## config.mk

```make
export PLATFORM = sky130hd
export DESIGN_NAME = mrs_prog_unit
export DESIGN_NICKNAME = d
export VERILOG_FILES = /design/src/rtl/mrs_pkg.sv /design/src/rtl/mrs_field_decode.sv /design/src/rtl/mrs_wait_timer.sv /design/src/rtl/mrs_cfg_store.sv /design/src/rtl/mrs_prog_unit.sv
export SDC_FILE = /design/constraint.sdc
export NUM_CORES = 1
export LEC_CHECK = 0
export BUFFER_PORTS_ARGS = -buffer_cell sky130_fd_sc_hd__buf_2
export CORE_UTILIZATION = 34
export CTS_CLUSTER_DIAMETER = 100
export DETAILED_ROUTE_END_ITERATION = 10
export SLEW_MARGIN = 20
export SYNTH_ARGS = -nofsm -noshare
export SYNTH_HDL_FRONTEND = slang
export SYNTH_SLANG_ARGS = --single-unit
```

## constraint.sdc

```tcl
create_clock -name clk -period 3.07 [get_ports clk]
set_input_delay 0.614 -clock clk [delete_from_list [all_inputs] [get_ports clk]]
set_output_delay 0.614 -clock clk [all_outputs]
set_load 0.01 [all_outputs]
```

## src/rtl/mrs_pkg.sv

```systemverilog
package mrs_pkg;

    localparam int ADDR_W     = 13;
    localparam int BL_LSB     = 0;
    localparam int BT_BIT     = 3;
    localparam int CL_LSB     = 4;
    localparam int MODE_LSB   = 7;
    localparam int FIELD3_W   = 3;
    localparam int MODE_W     = ADDR_W - MODE_LSB;
    localparam int DLL_BIT    = 8;
    localparam int VAL_W      = 4;

    localparam logic [VAL_W-1:0] RST_BURST_LEN = 4'd2;
    localparam logic [VAL_W-1:0] RST_CAS_HALF  = 4'd4;

    typedef enum logic [0:0] {
        ST_READY  = 1'b0,
        ST_SETTLE = 1'b1
    } mrs_state_t;

    typedef struct packed {
        logic [VAL_W-1:0] burst_len;
        logic             interleave;
        logic [VAL_W-1:0] cas_half;
    } mrs_cfg_t;

endpackage

```

## src/rtl/mrs_field_decode.sv

```systemverilog
module mrs_field_decode
    import mrs_pkg::*;
(
    input  logic [ADDR_W-1:0] addr,
    output mrs_cfg_t          cfg,
    output logic              dll_rst,
    output logic              legal
);
    logic [FIELD3_W-1:0] bl_code;
    logic [FIELD3_W-1:0] cl_code;
    logic [MODE_W-1:0]   mode_code;
    logic                bl_ok;
    logic                cl_ok;
    logic                mode_ok;

    assign bl_code   = addr[BL_LSB +: FIELD3_W];
    assign cl_code   = addr[CL_LSB +: FIELD3_W];
    assign mode_code = addr[MODE_LSB +: MODE_W];

    always_comb begin
        bl_ok         = 1'b1;
        cfg.burst_len = RST_BURST_LEN;
        unique case (bl_code)
            3'b001:  cfg.burst_len = 4'd2;
            3'b010:  cfg.burst_len = 4'd4;
            3'b011:  cfg.burst_len = 4'd8;
            default: bl_ok = 1'b0;
        endcase
    end

    always_comb begin
        cl_ok        = 1'b1;
        cfg.cas_half = RST_CAS_HALF;
        unique case (cl_code)
            3'b010:  cfg.cas_half = 4'd4;
            3'b011:  cfg.cas_half = 4'd6;
            3'b110:  cfg.cas_half = 4'd5;
            default: cl_ok = 1'b0;
        endcase
    end

    assign cfg.interleave = addr[BT_BIT];

    // Normal mode is all zeros; DLL reset is the single bit A8.
    assign mode_ok = (mode_code == '0) ||
                     (mode_code == MODE_W'(1 << (DLL_BIT - MODE_LSB)));
    assign dll_rst = addr[DLL_BIT];
    assign legal   = bl_ok && cl_ok && mode_ok;

endmodule

```

## src/rtl/mrs_wait_timer.sv

```systemverilog
module mrs_wait_timer #(
    parameter int BUSY_CYCLES = 2
) (
    input  logic clk,
    input  logic rst_n,
    input  logic start,
    output logic expired
);
    localparam int CNT_W = (BUSY_CYCLES < 2) ? 1 : $clog2(BUSY_CYCLES + 1);
    localparam logic [CNT_W-1:0] LOAD_VAL = CNT_W'(BUSY_CYCLES - 1);

    logic [CNT_W-1:0] cnt;

    always_ff @(posedge clk) begin
        if (!rst_n) begin
            cnt <= '0;
        end else if (start) begin
            cnt <= LOAD_VAL;
        end else if (cnt != '0) begin
            cnt <= cnt - 1'b1;
        end
    end

    assign expired = (cnt == '0);

endmodule

```

## src/rtl/mrs_cfg_store.sv

```systemverilog
module mrs_cfg_store
    import mrs_pkg::*;
(
    input  logic     clk,
    input  logic     rst_n,
    input  logic     wr_en,
    input  mrs_cfg_t wr_cfg,
    output mrs_cfg_t cfg
);
    always_ff @(posedge clk) begin
        if (!rst_n) begin
            cfg.burst_len  <= RST_BURST_LEN;
            cfg.interleave <= 1'b0;
            cfg.cas_half   <= RST_CAS_HALF;
        end else if (wr_en) begin
            cfg <= wr_cfg;
        end
    end

endmodule

```

## src/rtl/mrs_prog_unit.sv

```systemverilog
module mrs_prog_unit
    import mrs_pkg::*;
#(
    parameter int BUSY_CYCLES = 2
) (
    input  logic              clk,
    input  logic              rst_n,
    input  logic              cmd_mrs,
    input  logic [1:0]        bank_addr,
    input  logic [ADDR_W-1:0] addr,
    input  logic              banks_idle,
    output logic [VAL_W-1:0]  burst_len,
    output logic              burst_interleave,
    output logic [VAL_W-1:0]  cas_half,
    output logic              dll_reset_pulse,
    output logic              busy,
    output logic              prog_error
);
    mrs_state_t state;
    mrs_state_t state_nxt;
    mrs_cfg_t   dec_cfg;
    mrs_cfg_t   cur_cfg;
    logic       dec_dll;
    logic       dec_legal;
    logic       hit;
    logic       accept;
    logic       reject;
    logic       timer_done;

    mrs_field_decode u_dec (
        .addr    (addr),
        .cfg     (dec_cfg),
        .dll_rst (dec_dll),
        .legal   (dec_legal)
    );

    assign hit    = cmd_mrs && (bank_addr == 2'b00);
    assign accept = hit && (state == ST_READY) && banks_idle && dec_legal;
    assign reject = hit && !accept;

    mrs_wait_timer #(.BUSY_CYCLES(BUSY_CYCLES)) u_timer (
        .clk     (clk),
        .rst_n   (rst_n),
        .start   (accept),
        .expired (timer_done)
    );

    mrs_cfg_store u_store (
        .clk    (clk),
        .rst_n  (rst_n),
        .wr_en  (accept),
        .wr_cfg (dec_cfg),
        .cfg    (cur_cfg)
    );

    always_comb begin
        state_nxt = state;
        unique case (state)
            ST_READY:  if (accept)     state_nxt = ST_SETTLE;
            ST_SETTLE: if (timer_done) state_nxt = ST_READY;
            default:                   state_nxt = ST_READY;
        endcase
    end

    always_ff @(posedge clk) begin
        if (!rst_n) state <= ST_READY;
        else        state <= state_nxt;
    end

    always_ff @(posedge clk) begin
        if (!rst_n) begin
            prog_error      <= 1'b0;
            dll_reset_pulse <= 1'b0;
        end else begin
            prog_error      <= reject;
            dll_reset_pulse <= accept && dec_dll;
        end
    end

    assign busy             = (state == ST_SETTLE);
    assign burst_len        = cur_cfg.burst_len;
    assign burst_interleave = cur_cfg.interleave;
    assign cas_half         = cur_cfg.cas_half;

endmodule

```

==> out/results.tsv <==
stage	metric	value	unit
clock_network	Inserted Clock Buffers	3	
synth	sequential-to-total area share from yosys stat	0.4112	
finish	Antenna diodes	0	
synth	synth unique cells	22	
clock_network	worst skew pair latency	0.26	ns
floorplan	I/O Pins	31	
power_and_ir_drop	clock power share	0.288	
power_and_ir_drop	Sw Ratio	0.2720	
clock_network	Clock Path Buffers	2	
timing	max-slew violation count	0	
detailed_routing	1st-iter DRT viols	6	
finish	nets	107	
clock_network	cts hold-fix bufs	0	
timing	RSZ-0062 raised after global routing	false	
power_and_ir_drop	Switch Pwr	0.09092	mW
critical_path	kind of critical path	primary input to flip-flop	
placement	port buffer count	27	
worst_hold_path	Worst Hold Class	flip-flop to flip-flop	
floorplan	Core Area	1383	µm²
synth	mapped cell area	535.5	µm²
detailed_routing	metal1 wirelength	459	µm
timing	TNS Setup	0	ns
detailed_routing	DR pass1 iterations	2	
clock_network	CTS tree	yes	
job	Max-Cap Viols	0	
power_and_ir_drop	combinational share of power	0.235	
timing	fin worst setup slack	1.419	ns
placement	DP Wirelength	780.4	µm
synth	mean area per synthesized cell	9.233	µm²
finish	Layout Area Growth over Synthesis	28.74	%
timing	Finish-stage setup viols	0	
detailed_routing	antenna-violating nets left	0	
clock_network	Setup Buffers After CTS	0	
timing	Max Clk Rate	0.6056	GHz
timing	period utilization	0.5379	
placement	RD Place Congestion	0.6932	
detailed_routing	routed wl met3	69	µm
detailed_routing	Max Used Layer	met3	
synth	YS warnings	0	
detailed_routing	drt total wl	959	µm
synth	Post-Syn Instances	58	
detailed_routing	drt wl/cell	9.495	µm
power_and_ir_drop	Pwr per Cell Area	484.9	nW/µm²
clock_network	H-Tree Depth	1	
critical_path	critical path arrival	1.84	ns
global_route	total gr overflow	0	
finish	Cell Count, Final, Fillers Out	101	
global_route	Global Route Usage Sum	0.1198	
global_route	pin count of the biggest net entering global routing	16	
floorplan	chip width	41.69	µm
timing	Final Hold Fails	0	
clock_network	Root Driver	clkbuf_4	
floorplan	die area	1738	µm²
timing	min Tclk post-route	1.651	ns
floorplan	die height	41.69	µm
global_route	first-pass GRT wire length	1600	µm
critical_path	crit path max fanout	9	
critical_path	WP data required	3.26	ns
global_route	number of global-route vias before repair	403	
placement	placed cell count	97	
critical_path	critical path endpoint category	flip-flop	
floorplan	FP Rows	13	
floorplan	Starting Density	0.3873	
clock_network	post_cts resized	0	
timing	worst hold slack	0.4575	ns
finish	share of cells above drive strength 1	0.3953	
clock_network	clock-pin slew on the worst setup and hold paths	0.07	ns
clock_network	# clock sinks	11	
power_and_ir_drop	Internal	0.2433	mW
critical_path	r2r setup slk	1.74	ns
detailed_routing	via count	471	
synth	flops & latches, synth	11	
power_and_ir_drop	Seq pwr share	0.477	
power_and_ir_drop	worst vdd ir	0.0002708	V
detailed_routing	Avg Vias per Cell	4.663	
status	run status	finished, final reports clean	
detailed_routing	routed wl met2	430	µm
placement	pre-CTS setup slack	1.139	ns
global_route	number of antenna violations at the first check in global routing	0	
timing	Setup Skew	0.002294	ns
critical_path	crit path launch type	primary input	
detailed_routing	DRC errors left	0	
power_and_ir_drop	leakage power	0.3069	nW
## area by class of cell
cell class,count,area [µm²]
fill,141,693.2
multi-input combinational,41,274.0
sequential,11,220.2
timing repair buffer,28,142.6
clock buffer,4,26.28
tap,15,18.77
inverter,2,7.507
## worst max-delay path, stage by stage
cell and delay, ns:
buf_2 0.10, nor4b_2 0.25, nand4_1 0.18, nor4b_2 0.28, buf_4 0.22, mux2i_1 0.20
## final timing paths
check	start	endpoint	cells after the start
setup reg to reg	busy	u_store.cfg[8]	5
hold reg to reg	u_store.cfg[7]	u_store.cfg[7]	2
setup / recovery	addr[9]	u_store.cfg[8]	6
hold / removal	u_store.cfg[7]	u_store.cfg[7]	2
## synthesized netlist by cell type
cell type | n | area, µm²
a2bb2oi_1 | 1 | 8.760
and3_2 | 1 | 7.510
buf_4 | 3 | 22.52
buf_6 | 1 | 11.26
clkbuf_1 | 1 | 3.750
conb_1 | 2 | 7.510
dfxtp_1 | 11 | 220.2
ha_1 | 1 | 12.51
inv_1 | 2 | 7.510
mux2i_1 | 6 | 60.06
nand2_1 | 10 | 37.54
nand3_1 | 1 | 5.000
nand4_1 | 1 | 6.260
nand4b_1 | 2 | 17.52
nor2_1 | 4 | 15.01
nor2b_1 | 2 | 12.51
nor3b_1 | 2 | 15.01
nor4b_2 | 2 | 30.03
o21a_1 | 2 | 15.01
o21ai_0 | 1 | 5.000
or3_1 | 1 | 6.260
xnor2_1 | 1 | 8.760
## layout by cell type (no fill, tap or decap)
cell type	instances
nand2_1	10
and3_2	1
buf_2	27
buf_4	1
nor2b_1	2
mux2i_1	6
nand3_1	1
ha_1	1
or3_1	1
o21a_1	2
nand4_1	1
o21ai_0	1
nor4b_2	2
nand4b_1	2
xnor2_1	1
clkbuf_1	1
nor2_1	4
a2bb2oi_1	1
conb_1	3
inv_1	2
dfxtp_1	11
clkbuf_4	3
nor3b_1	2
## stage by stage
stage	util	power, mW	area, µm²
after floorplan	-	0.2199	539.3
after global placement	0.4796	0.2396	663.1
after detailed placement	0.4796	0.2424	663.1
after CTS	0.4986	0.3384	689.4
after global routing	0.4986	0.3604	689.4
final	0.4986	0.3343	689.4
## flip-flops by register name (all words and copies together), names as in the netlist
register,flops
u_store.cfg,6
u_timer.cnt,2
busy,1
dll_reset_pulse,1
prog_error,1
## routing by layer
metal	GRT usage	vias up
met5	0	-
met4	0.05806	0
met3	0.05217	0
met2	0.1656	20
met1	0.1573	206
li1	-	245
## kinds of logic after synthesis
kind of cell | Yosys count | share of synthesized area
fa+ha+maj | 1 | 0.02336
buf+inv | 7 | 0.08411
xor+xnor | 1 | 0.01636
other cells | 2 | 0.01402
flops | 11 | 0.4112
compound gates | 4 | 0.05372
simple gates | 26 | 0.2851
mux | 6 | 0.1122
## power groups by stage
| stage | clock, mW | sequential [mW] | combinational, mW |
|---|---|---|---|
| floorplan | 0 | 0.162 | 0.0574 |
| global placement | 0 | 0.163 | 0.0767 |
| detailed placement | 0 | 0.163 | 0.0793 |
| CTS | 0.0994 | 0.160 | 0.0792 |
| global route | 0.109 | 0.161 | 0.0906 |
| finish | 0.0963 | 0.160 | 0.0784 |
(Power assumes the default switching activity.)
